File: src/rtl/pmpg_pkg.sv
package pmpg_pkg;
  localparam int CFG_W    = 8;
  localparam int BIT_R    = 0;
  localparam int BIT_W    = 1;
  localparam int BIT_X    = 2;
  localparam int BIT_LOCK = 7;
  localparam logic [2:0] SHARED_WX = 3'b110;

  typedef logic [CFG_W-1:0] cfg_byte_t;

  typedef enum logic [1:0] {
    POL_LEGACY,
    POL_BYPASS,
    POL_OPEN,
    POL_LOCKDOWN
  } policy_e;
endpackage

File: src/rtl/pmpg_policy.sv
module pmpg_policy
  import pmpg_pkg::*;
(
  input  logic       epmp_en,
  input  logic       rlb,
  input  logic       mml,
  input  logic       cur_lock,
  input  logic       new_lock,
  input  logic [2:0] new_rwx,
  output logic       accept
);
  policy_e pol;

  always_comb begin
    if (!epmp_en)  pol = POL_LEGACY;
    else if (rlb)  pol = POL_BYPASS;
    else if (!mml) pol = POL_OPEN;
    else           pol = POL_LOCKDOWN;
  end

  always_comb begin
    unique case (pol)
      POL_LEGACY:   accept = !cur_lock;
      POL_BYPASS:   accept = 1'b1;
      POL_OPEN:     accept = !cur_lock;
      POL_LOCKDOWN: accept = (new_lock && !new_rwx[BIT_X]) ||
                             (!new_lock && (new_rwx != SHARED_WX));
      default:      accept = 1'b0;
    endcase
  end
endmodule

File: src/rtl/pmpg_bank.sv
module pmpg_bank
  import pmpg_pkg::*;
#(
  parameter int NUM_ENTRIES = 16,
  parameter int IDX_W       = 5
) (
  input  logic                         clk,
  input  logic                         rst_n,
  input  logic                         commit,
  input  logic [IDX_W-1:0]             wr_idx,
  input  cfg_byte_t                    wr_data,
  output logic [NUM_ENTRIES*CFG_W-1:0] cfg_flat,
  output logic                         cur_lock,
  output logic                         in_range
);
  localparam logic [IDX_W:0] NUM_EXT = (IDX_W+1)'(NUM_ENTRIES);

  cfg_byte_t entry_q [NUM_ENTRIES];

  assign in_range = ({1'b0, wr_idx} < NUM_EXT);

  for (genvar g = 0; g < NUM_ENTRIES; g++) begin : g_entry
    logic hit;
    assign hit = commit && (wr_idx == IDX_W'(g));
    always_ff @(posedge clk or negedge rst_n) begin
      if (!rst_n)   entry_q[g] <= '0;
      else if (hit) entry_q[g] <= wr_data;
    end
    assign cfg_flat[g*CFG_W +: CFG_W] = entry_q[g];
  end

  always_comb begin
    cur_lock = 1'b0;
    for (int i = 0; i < NUM_ENTRIES; i++) begin
      if (wr_idx == IDX_W'(i)) cur_lock = entry_q[i][BIT_LOCK];
    end
  end
endmodule

File: src/rtl/pmpg_gate.sv
module pmpg_gate
  import pmpg_pkg::*;
#(
  parameter int NUM_ENTRIES = 16,
  parameter int IDX_W       = 5
) (
  input  logic                         clk,
  input  logic                         rst_n,
  input  logic                         wr_en,
  input  logic [IDX_W-1:0]             wr_idx,
  input  logic [7:0]                   wr_data,
  input  logic                         epmp_en,
  input  logic                         rlb,
  input  logic                         mml,
  output logic [NUM_ENTRIES*8-1:0]     cfg_flat,
  output logic                         wr_ignored
);
  logic cur_lock;
  logic in_range;
  logic accept;
  logic commit;
  logic ign_q;

  pmpg_policy u_policy (
    .epmp_en  (epmp_en),
    .rlb      (rlb),
    .mml      (mml),
    .cur_lock (cur_lock),
    .new_lock (wr_data[BIT_LOCK]),
    .new_rwx  (wr_data[BIT_X:BIT_R]),
    .accept   (accept)
  );

  assign commit = wr_en && in_range && accept;

  pmpg_bank #(
    .NUM_ENTRIES (NUM_ENTRIES),
    .IDX_W       (IDX_W)
  ) u_bank (
    .clk      (clk),
    .rst_n    (rst_n),
    .commit   (commit),
    .wr_idx   (wr_idx),
    .wr_data  (wr_data),
    .cfg_flat (cfg_flat),
    .cur_lock (cur_lock),
    .in_range (in_range)
  );

  always_ff @(posedge clk or negedge rst_n) begin
    if (!rst_n) ign_q <= 1'b0;
    else        ign_q <= wr_en && !commit;
  end

  assign wr_ignored = ign_q;
endmodule

File: config.mk
export PLATFORM = sky130hd
export DESIGN_NAME = pmpg_gate
export DESIGN_NICKNAME = d
export VERILOG_FILES = /design/src/rtl/pmpg_pkg.sv /design/src/rtl/pmpg_policy.sv /design/src/rtl/pmpg_bank.sv /design/src/rtl/pmpg_gate.sv
export SDC_FILE = /design/constraint.sdc
export NUM_CORES = 1
export LEC_CHECK = 0
export BUFFER_PORTS_ARGS = -buffer_cell sky130_fd_sc_hd__buf_2
export CORE_MARGIN = 2
export CORE_UTILIZATION = 47
export DETAILED_ROUTE_END_ITERATION = 8
export PLACE_DENSITY = 0.87
export SYNTH_ARGS = -nofsm -noshare
export SYNTH_HDL_FRONTEND = slang
export SYNTH_SLANG_ARGS = --single-unit
File: constraint.sdc
create_clock -name clk -period 1.7 [get_ports clk]
set_input_delay 0.17 -clock clk [delete_from_list [all_inputs] [get_ports clk]]
set_output_delay 0.17 -clock clk [all_outputs]
set_load 0.05 [all_outputs]
Word-level counts from Yosys, hierarchy flattened --
Index checks and enable logic that the tools add are counted. Widths: inputs -> output; s select.
Operators by class: order comparisons 1, eq/ne operators 19, mux-type cells 20, reduce and logical (&&, ||, !) cells 29
Operators with widths (count):
- $eq 5x4->1 const B | 8
- $logic_and 1x1->1 | 21
- $eq 5x3->1 const B | 4
- $mux 1 | 17
- $eq 5x2->1 const B | 2
- $eq 5x1->1 const B | 1
- $logic_not 5->1 | 1
- $lt 5x5->1 const B | 1
- $eq 2x2->1 const B | 2
- $logic_not 1->1 | 4
- $mux 2 | 2
- $ne 3x3->1 const B | 1
- $pmux 1 s3 | 1
- $eq 2x1->1 const B | 1
- $logic_not 2->1 | 1
- $reduce_or 2->1 | 1
- $logic_or 1x1->1 | 1
Word-level totals: output and inout bits 129, word-level logic and storage cells 86, bits in registers 129, input bits 19

Depth between registers and ports, before layout --
Gate-level depths: netlist of run 1.
depth in word-level cells 22, depth in mapped cells 9

By module --
From an unflattened synthesis of run 1, not the netlist that was laid out.
Unflattened totals: cell total of the unflattened synthesis 336, area total of the unflattened synthesis 5191.2 µm²
Modules (own cells, without submodules):
- pmpg_bank | instances 1, area an instance 5112.4 µm², cells each 326
- pmpg_gate | instances 1, area an instance 42.5 µm², cells each 3
- pmpg_policy | instances 1, area an instance 36.3 µm², cells each 7

Worst setup path after synthesis of run 1 --
Ideal clock, no wire load.
path type register to register, start point register u_bank.entry_q, in the netlist u_bank.cfg_flat[31], end point register u_bank.entry_q, in the netlist u_bank.cfg_flat[0], data required time 1575 ps, data arrival time 2025 ps, cell stages (with the launch flop) 7, path buffers 1, slack -450 ps, period minus slack after synthesis 2150 ps, cell sequence dfrtp_1 > mux4_2 > o211ai_2 > or2_1 > buf_4 > nand4_4 > mux2_2
Between the ends: word-level cells in the longest chain between the ends 17
Ends and longest elaborated chain:
- start: declaration | line pmpg_bank.sv:18 | cfg_byte_t entry_q [NUM_ENTRIES];
- start signal: indexed assignment | line pmpg_bank.sv:27 | else if (hit) entry_q[g] <= wr_data;
- $mux 1 (13 in series) | line pmpg_bank.sv:35 | if (wr_idx == IDX_W'(i)) cur_lock = entry_q[i][BIT_LOCK];
- $logic_not 1->1 | line pmpg_policy.sv:23, pmpg_policy.sv:25
- $pmux 1 s3 | line pmpg_policy.sv:22 | unique case (pol)
- $logic_and 1x1->1 | line pmpg_gate.sv:34 | assign commit = wr_en && in_range && accept;
- $logic_and 1x1->1 | line pmpg_bank.sv:24 | assign hit = commit && (wr_idx == IDX_W'(g));
Every way passes these cells. A chain may end at the register's enable or synchronous reset.

Worst setup path in the final report of run 1 --
start point register u_bank.entry_q, in the netlist u_bank.cfg_flat[31], end point register u_bank.entry_q, in the netlist u_bank.cfg_flat[52]
The elaborated chain is that of the path after synthesis.

==> results of run 1 <==
==> metal layers <==
layer	wire, µm	global-route usage [%]
met1	6200	29.9
met2	7090	39.4
met3	863	7.60
met4	355	8.50
met5	0	0
==> per-stage QoR <==
step,utilization [%],std cells
global route,69.3,703
finish,69.3,703
CTS,68.5,701
floorplan,-,345
global placement,61.6,665
detailed placement,61.6,665
==> cells in the final DEF, fill, tap and decap left out, drive strengths merged, types with 2 or more instances in the layout <==
master,n
nor3,2
clkbuf,22
mux2,127
dfrtp,129
nand4b,3
nor2b,7
nand3b,3
nor2,6
o22ai,2
o21ai,2
clkinv,5
clkinvlp,2
nand4,4
buf,203
a21oi,3
nor3b,4
o31a,2
inv,3
o211ai,4
bufinv,2
nand2,10
mux2i,2
dlygate4sd3,2
==> kinds of logic after synthesis <==
family / after synthesis
mux: 130
compound gates: 18
buf+inv: 21
flops: 129
simple gates: 47
==> repair_timing <==
item,in CTS,in global routing
pin swaps,4,11
resized for setup,25,16
hold endpoints to repair,130,0
setup buffers,4,2
hold buffers,2,0
endpoints found under the setup margin,128,129
==> final timing paths <==
path                                                       from                         endpoint  slack (ns)  depth (start not counted)
worst max-delay path            u_bank.cfg_flat[31]$_DFFE_PN0P_  u_bank.cfg_flat[52]$_DFFE_PN0P_       -0.42                          6
worst min-delay path                                 wr_data[7]  u_bank.cfg_flat[63]$_DFFE_PN0P_        0.06                          3
worst max register to register  u_bank.cfg_flat[31]$_DFFE_PN0P_  u_bank.cfg_flat[52]$_DFFE_PN0P_       -0.42                          6
worst min register to register  u_bank.cfg_flat[68]$_DFFE_PN0P_  u_bank.cfg_flat[68]$_DFFE_PN0P_        0.50                          1
max in group asynchronous                                 rst_n  u_bank.cfg_flat[15]$_DFFE_PN0P_        1.05                          3
min in group asynchronous                                 rst_n  u_bank.cfg_flat[68]$_DFFE_PN0P_        0.33                          3
==> flip-flops by register name (all words and copies together) (netlist names) <==
register / count
wr_ignored: 1
u_bank.cfg_flat: 128
==> area by class of cell <==
class	count	area [µm²]	share of cell area, %
Inverter	3	11.3	0.148
Clock buffer	22	474	6.23
Timing Repair Buffer	205	1310	17.2
Clock inverter	9	108	1.41
Multi-Input combinational cell	195	2300	30.1
Sequential cell	129	3240	42.6
Tap cell	140	175	2.30
==> power by group <==
group	leakage, nW	total, mW	internal, mW	switching (mW)
combinational	1.97	2.87	0.833	2.03
clock	0.282	3.57	2.26	1.31
sequential	1.71	3.71	3.48	0.230
total	3.96	10.1	6.58	3.57
==> worst reg2reg max path, delay by kind of cell (launching register included) <==
kind | cells | cell delay [ns]
AO/OA/AOI/OAI | 2 | 0.41
buffers and inverters | 1 | 0.19
flip-flops | 1 | 0.40
AND/OR/NAND/NOR | 1 | 0.19
multiplexers | 2 | 0.82
==> summary.md, run 1 <==
| Metric | Value |
|---|---|
| Outcome | complete, but fails checks |
| Failing checks | setup timing |
| Number of antenna diodes | 0 |
| Pins over their slew limit | 0 |
| Crit path buf inv count | 1 |
| Count leader, synth | dfrtp_1 |
| Post-synth ARST share | 100% |
| Vias in the first global route | about 4000 |
| Main combinational cell family by area after synthesis | multiplexers |
| Io pins | 148 |
| RSZ-0062 raised after global routing | true |
| Gr ovfl total | 0 |
| Synthesized area per cell | roughly 16 µm² |
| Synth top area share | 60.4% |
| Fin crit share | 125% |
| Die Span X | 111 µm |
| Clock slew at reported path FFs | 0.06 ns |
| Final hold violations | 0 |
| Seq/Total Area, Yosys | 60.4% |
| XOR/XNOR share of the synthesized area | 0% |
| Synth unique cells | 42 |
| Root Buffer | clkbuf_16 |
| GRT Total Usage | a little under a quarter |
| Compound-gate portion of the synthesized area | about 2.7% |
| Clk sinks | 129 |
| Hold_ws | 0.0650 ns |
| Syn Nets | approximately 360 |
| Site row count | 38 |
| Main flop type after synthesis | dfrtp_1 |
| Worst setup path class | reg2reg |
| Placed instance area | about 0.0068 mm² |
| Clock Latency Late Sink | just over 0.4 ns |
| Routed wire length | 14.5 mm |
| DRT Pass-1 Iters | 4 |
| DRC viols | 0 |
| Post-synth top area cell | dfrtp_1 |
| Crit-path leading delay family | multiplexers |
| Worst slew pin tran | approximately 0.4 ns |
| Crit path time final | 2.12 ns |
| Synth Area in Simple Gates | under 10% |
| CP Cell Sequence | mux4_2, o211ai_4, a22oi_2, nor2b_1, buf_6, mux2_4 |
| Port Buffers | around 150 |
| Number of synthesized register bits | roughly 130 |
| CP Max Fanout | 8 |
| Critical path required time | a little under 2 ns |
| Hold Path Class | in2reg |
| Final Skew | between 0.008 and 0.009 ns |
| VDD IR-drop max | between 900 and 1000 µV |
| Synth area leaders | dfrtp_1 (60%), mux2_2 (26%), nand4_4 (1.6%) |
| WL/cell | slightly above 20 µm |
| Initial antenna violation count | 0 |
| Die Ht | 111 µm |
| Post-Synth Adder-Cell Area | 0% |
| CP max stage delay | 0.51 ns |
| GP Congestion | 0.890 |
| Share of layout cells above drive strength 1 | roughly 71% |
| Rel. slew slack | about three quarters |
| CTS Buf Count | 17 |
| FMAX | 471 MHz |
| Nets | 570 |
| Core Area | 0.0110 mm² |
| Cell Area, Synth | between 0.005 and 0.006 mm² |
| Post-route setup slack | -0.425 ns |
| Critical Path AT | around 2.4 ns |
| Power density over the cells | ~1300 mW/mm² |
| Die area | about 0.012 mm² |
| First-pass GRT wire length | ~23 mm |
| Layout Area Growth over Synthesis | 42.4% |
| Crit start category | register |
| Post-DP HPWL | approximately 9.6 mm |
| Crit end category | register |
| H-Tree Depth | 4 |
| Syn Inst Count | approximately 350 |
| TritonCTS clock tree | built |
| Synth top cells by count | dfrtp_1 (129), mux2_2 (123), clkbuf_1 (9) |
| Fill cell count | 723 |
| Vias per inst | 5.36 |
| Design Area, Final | around 0.0076 mm² |
| Synth warn | 0 |
| Post-DRT Antenna Nets | 0 |
| DRT iter0 DRCs | around 150 |
| Max capacitance violation total | 0 |
| Mux share of post-synthesis cell area | 27.5% |
| Post-synth EDFFs | 0 |
| TNS Setup | -42.40 ns |
| Slowest-stage cell, CP | mux4_2 |
| Initial Util | between 40% and 50% |
| Vias post-DR | 3771 |
| Tot Pwr | between 10 and 15 mW |
| Pre-CTS setup slack | -0.442 ns |
| Static leakage | about 4 nW |
| Pin count of the biggest net entering global routing | between 60 and 70 |
| Final setup fails | 129 |
| Longest Clk Path Bufs | 2 |
Note: power is estimated with default switching activity, not from simulation.
==> run 2: changes to the inputs <==
==> constraint.sdc (replaced) <==
create_clock -name clk -period 1.7 [get_ports clk]
set_input_delay 0.17 -clock clk [delete_from_list [all_inputs] [get_ports clk]]
set_output_delay 0.17 -clock clk [all_outputs]
set_load 0.01 [all_outputs]
==> run 2 against run 1 <==
Effect of this change:
- the run still ends with setup timing left
- worst hold slack worse by 0.012 ns
- register-to-register slack barely moved
- wire length up 0.28%
- flip-flop and latch count stayed put
- total power fell by 11%
- global-route usage rose by 0.64 points
- clock skew is essentially flat
- core utilization decreased by 0.88 points
- via count is 1.5% lower
- clock power rose by 4%
- first-iteration DRC count rose by 37%
- critical endpoint is now u_bank.cfg_flat[75]$_DFFE_PN0P_
- largest power group unchanged
==> summary.md, run 2 (synthesis results as in run 1) <==
| Metric | Value |
|---|---|
| Initial antenna violation count | 0 (unchanged) |
| Post-DRT Antenna Nets | 0 (unchanged) |
| Final setup fails | 128 (-0.78%) |
| Placed Cells | 663 (-0.30%) |
| Outcome | complete, but fails checks |
| Final Skew | 0.00936 ns (+0.000419 ns) |
| Max FFs per register | 128 (unchanged) |
| Post-DP HPWL | 9.88 mm (+3.1%) |
| TritonCTS clock tree | built |
| Post-route setup slack | -0.425 ns (-0.000307 ns) |
| Site row count | 38 (unchanged) |
| Most frequent cells in the layout | buf_2 (146), dfrtp_1 (129), mux2_2 (94) |
| Crit start category | register |
| Pre-CTS setup slack | -0.496 ns (-0.0540 ns) |
| Hold Path Depth | 2 (-1) |
| Max capacitance violation total | 0 (unchanged) |
| Clock slew at reported path FFs | 0.05 ns (about the same) |
| Nets | 566 (-0.70%) |
| VDD IR-drop max | 929 µV (+3.1%) |
| Routed wire length | 14.5 mm (+0.28%) |
| DRC viols | 0 (unchanged) |
| Crit end category | register |
| Rel. slew slack | 71.4% (-2.4 points) |
| Worst setup path class | reg2reg |
| Share of layout cells above drive strength 1 | 68.5% (-2.2 points) |
| Power density over the cells | 1200 mW/mm² (-10%) |
| Core Area | 0.0110 mm² (unchanged) |
| Worst slew pin tran | 0.428 ns (+0.0360 ns) |
| Io pins | 148 (unchanged) |
| Final core utilization | 68.5% (-0.88 points) |
| Pins over their slew limit | 0 (unchanged) |
| CTS Buf Count | 17 (unchanged) |
| Pin count of the biggest net entering global routing | 49 (-29%) |
| Clk sinks | 129 (unchanged) |
| Layout Area Growth over Synthesis | 40.6% |
| GP Congestion | 0.944 (+6.1%) |
| Number of antenna diodes | 0 (unchanged) |
| RSZ-0062 raised after global routing | true |
| Initial Util | 48.7% (unchanged) |
| Vias per inst | 5.31 (-0.97%) |
| DRT Pass-1 Iters | 4 (unchanged) |
| Crit path time final | 2.13 ns (+0.000307 ns) |
| Failing checks | setup timing |
| DRT iter0 DRCs | 210 (+37%) |
| WL/cell | 20.8 µm (+0.86%) |
| CP Max Fanout | 8 (unchanged) |
| Vias post-DR | 3713 (-1.5%) |
| Die area | 0.0123 mm² (unchanged) |
| Hold Path Class | in2reg |
| Post-Layout Cell Count | 699 (-0.57%) |
| Die Ht | 111 µm (unchanged) |
| Critical Path AT | 2.42 ns (about the same) |
| Commonest non-fill, non-tap cell in the layout | buf_2 |
| Worst r2r path cells | 8 (+2) |
| First-pass GRT wire length | 23.2 mm (+1.9%) |
| H-Tree Depth | 4 (unchanged) |
| Longest Clk Path Bufs | 2 (unchanged) |
| Fin crit share | 125% (about the same) |
| TNS Setup | -45.78 ns (-3.38 ns) |
| Gr ovfl total | 0 (unchanged) |
| Static leakage | 3.98 nW (+0.52%) |
| Die Span X | 111 µm (unchanged) |
| Vias in the first global route | 4155 (+1.4%) |
| FMAX | 471 MHz (about the same) |
| Clock Latency Late Sink | 0.41 ns (about the same) |
| GRT Total Usage | 24.6% (+0.64 points) |
| Final hold violations | 0 (unchanged) |
| Root Buffer | clkbuf_16 |
| Critical path required time | 1.99 ns (about the same) |
| Port Buffers | 147 (unchanged) |
==> run 2: cell count changes in the layout (fill, tap and decap cells not counted), moves of 2 or more <==
cell	previous run	this run
buf_12	9	6
dfrtp_1	118	129
dfrtp_2	11	0
mux2_2	92	94
mux2_4	35	33
nand2_4	0	3
nand2_8	8	5
==> run 2: report_power, final <==
part / total (mW) / internal [mW] / switching [mW]
logic: 1.58 / 0.815 / 0.766
clock network: 3.71 / 2.41 / 1.30
registers: 3.71 / 3.48 / 0.229
total: 8.99 / 6.70 / 2.29
==> run 2: metrics by stage <==
step / power (mW) / area, µm² / hold slack, ns
2_1_floorplan: 4.46 / 5470 / -0.126
6_report: 8.99 / 7520 / 0.0535
3_3_place_gp: 5.20 / 6710 / 0.0447
5_1_grt: 9.34 / 7520 / 0.0431
3_5_place_dp: 5.27 / 6710 / 0.0467
4_1_cts: 9.05 / 7490 / 0.0149
==> run 2: worst max-delay path: stages (launching register included) <==
cell	delay (ns)
dfrtp_1	0.40
nor4bb_1	0.27
o22ai_1	0.13
o211ai_2	0.30
buf_4	0.18
o211a_4	0.22
buf_6	0.15
nand2_8	0.07
mux2_2	0.28
==> run 2: worst paths after layout <==
check | start | end | slack (ns)
max | u_bank.cfg_flat[95]$_DFFE_PN0P_ | u_bank.cfg_flat[75]$_DFFE_PN0P_ | -0.43
min in group asynchronous | rst_n | u_bank.cfg_flat[126]$_DFFE_PN0P_ | 0.16
max reg2reg | u_bank.cfg_flat[95]$_DFFE_PN0P_ | u_bank.cfg_flat[75]$_DFFE_PN0P_ | -0.43
min reg2reg | u_bank.cfg_flat[69]$_DFFE_PN0P_ | u_bank.cfg_flat[69]$_DFFE_PN0P_ | 0.50
min | wr_en | wr_ignored$_DFF_PN0_ | 0.05
max in group asynchronous | rst_n | u_bank.cfg_flat[63]$_DFFE_PN0P_ | 0.97
==> run 2: routing by layer <==
metal / up-vias / global-route usage [%] / share of wire (%)
met5: - / 0 / 0
met4: 0 / 7.75 / 1.2
met3: 19 / 8.04 / 6.7
met2: 140 / 42.0 / 52
met1: 1903 / 29.6 / 40
li1: 1651 / - / -
==> run 2: final cells by class <==
cell class,instances,area [µm²]
fillers,731,3460
flip-flops and latches,129,3230
multi-input cells,195,2260
repair buffers,201,1240
clock buffers,22,474
well taps,140,175
clock inverters,9,131
inverters,3,11.3
==> run 2: repair_timing <==
item	4_1_cts	5_1_grt
hold buffers	1	0
buffers inserted	3	1
endpoints found under the hold margin	129	0
gates resized for setup	27	2
setup endpoints to repair	128	129
pin swaps	9	7
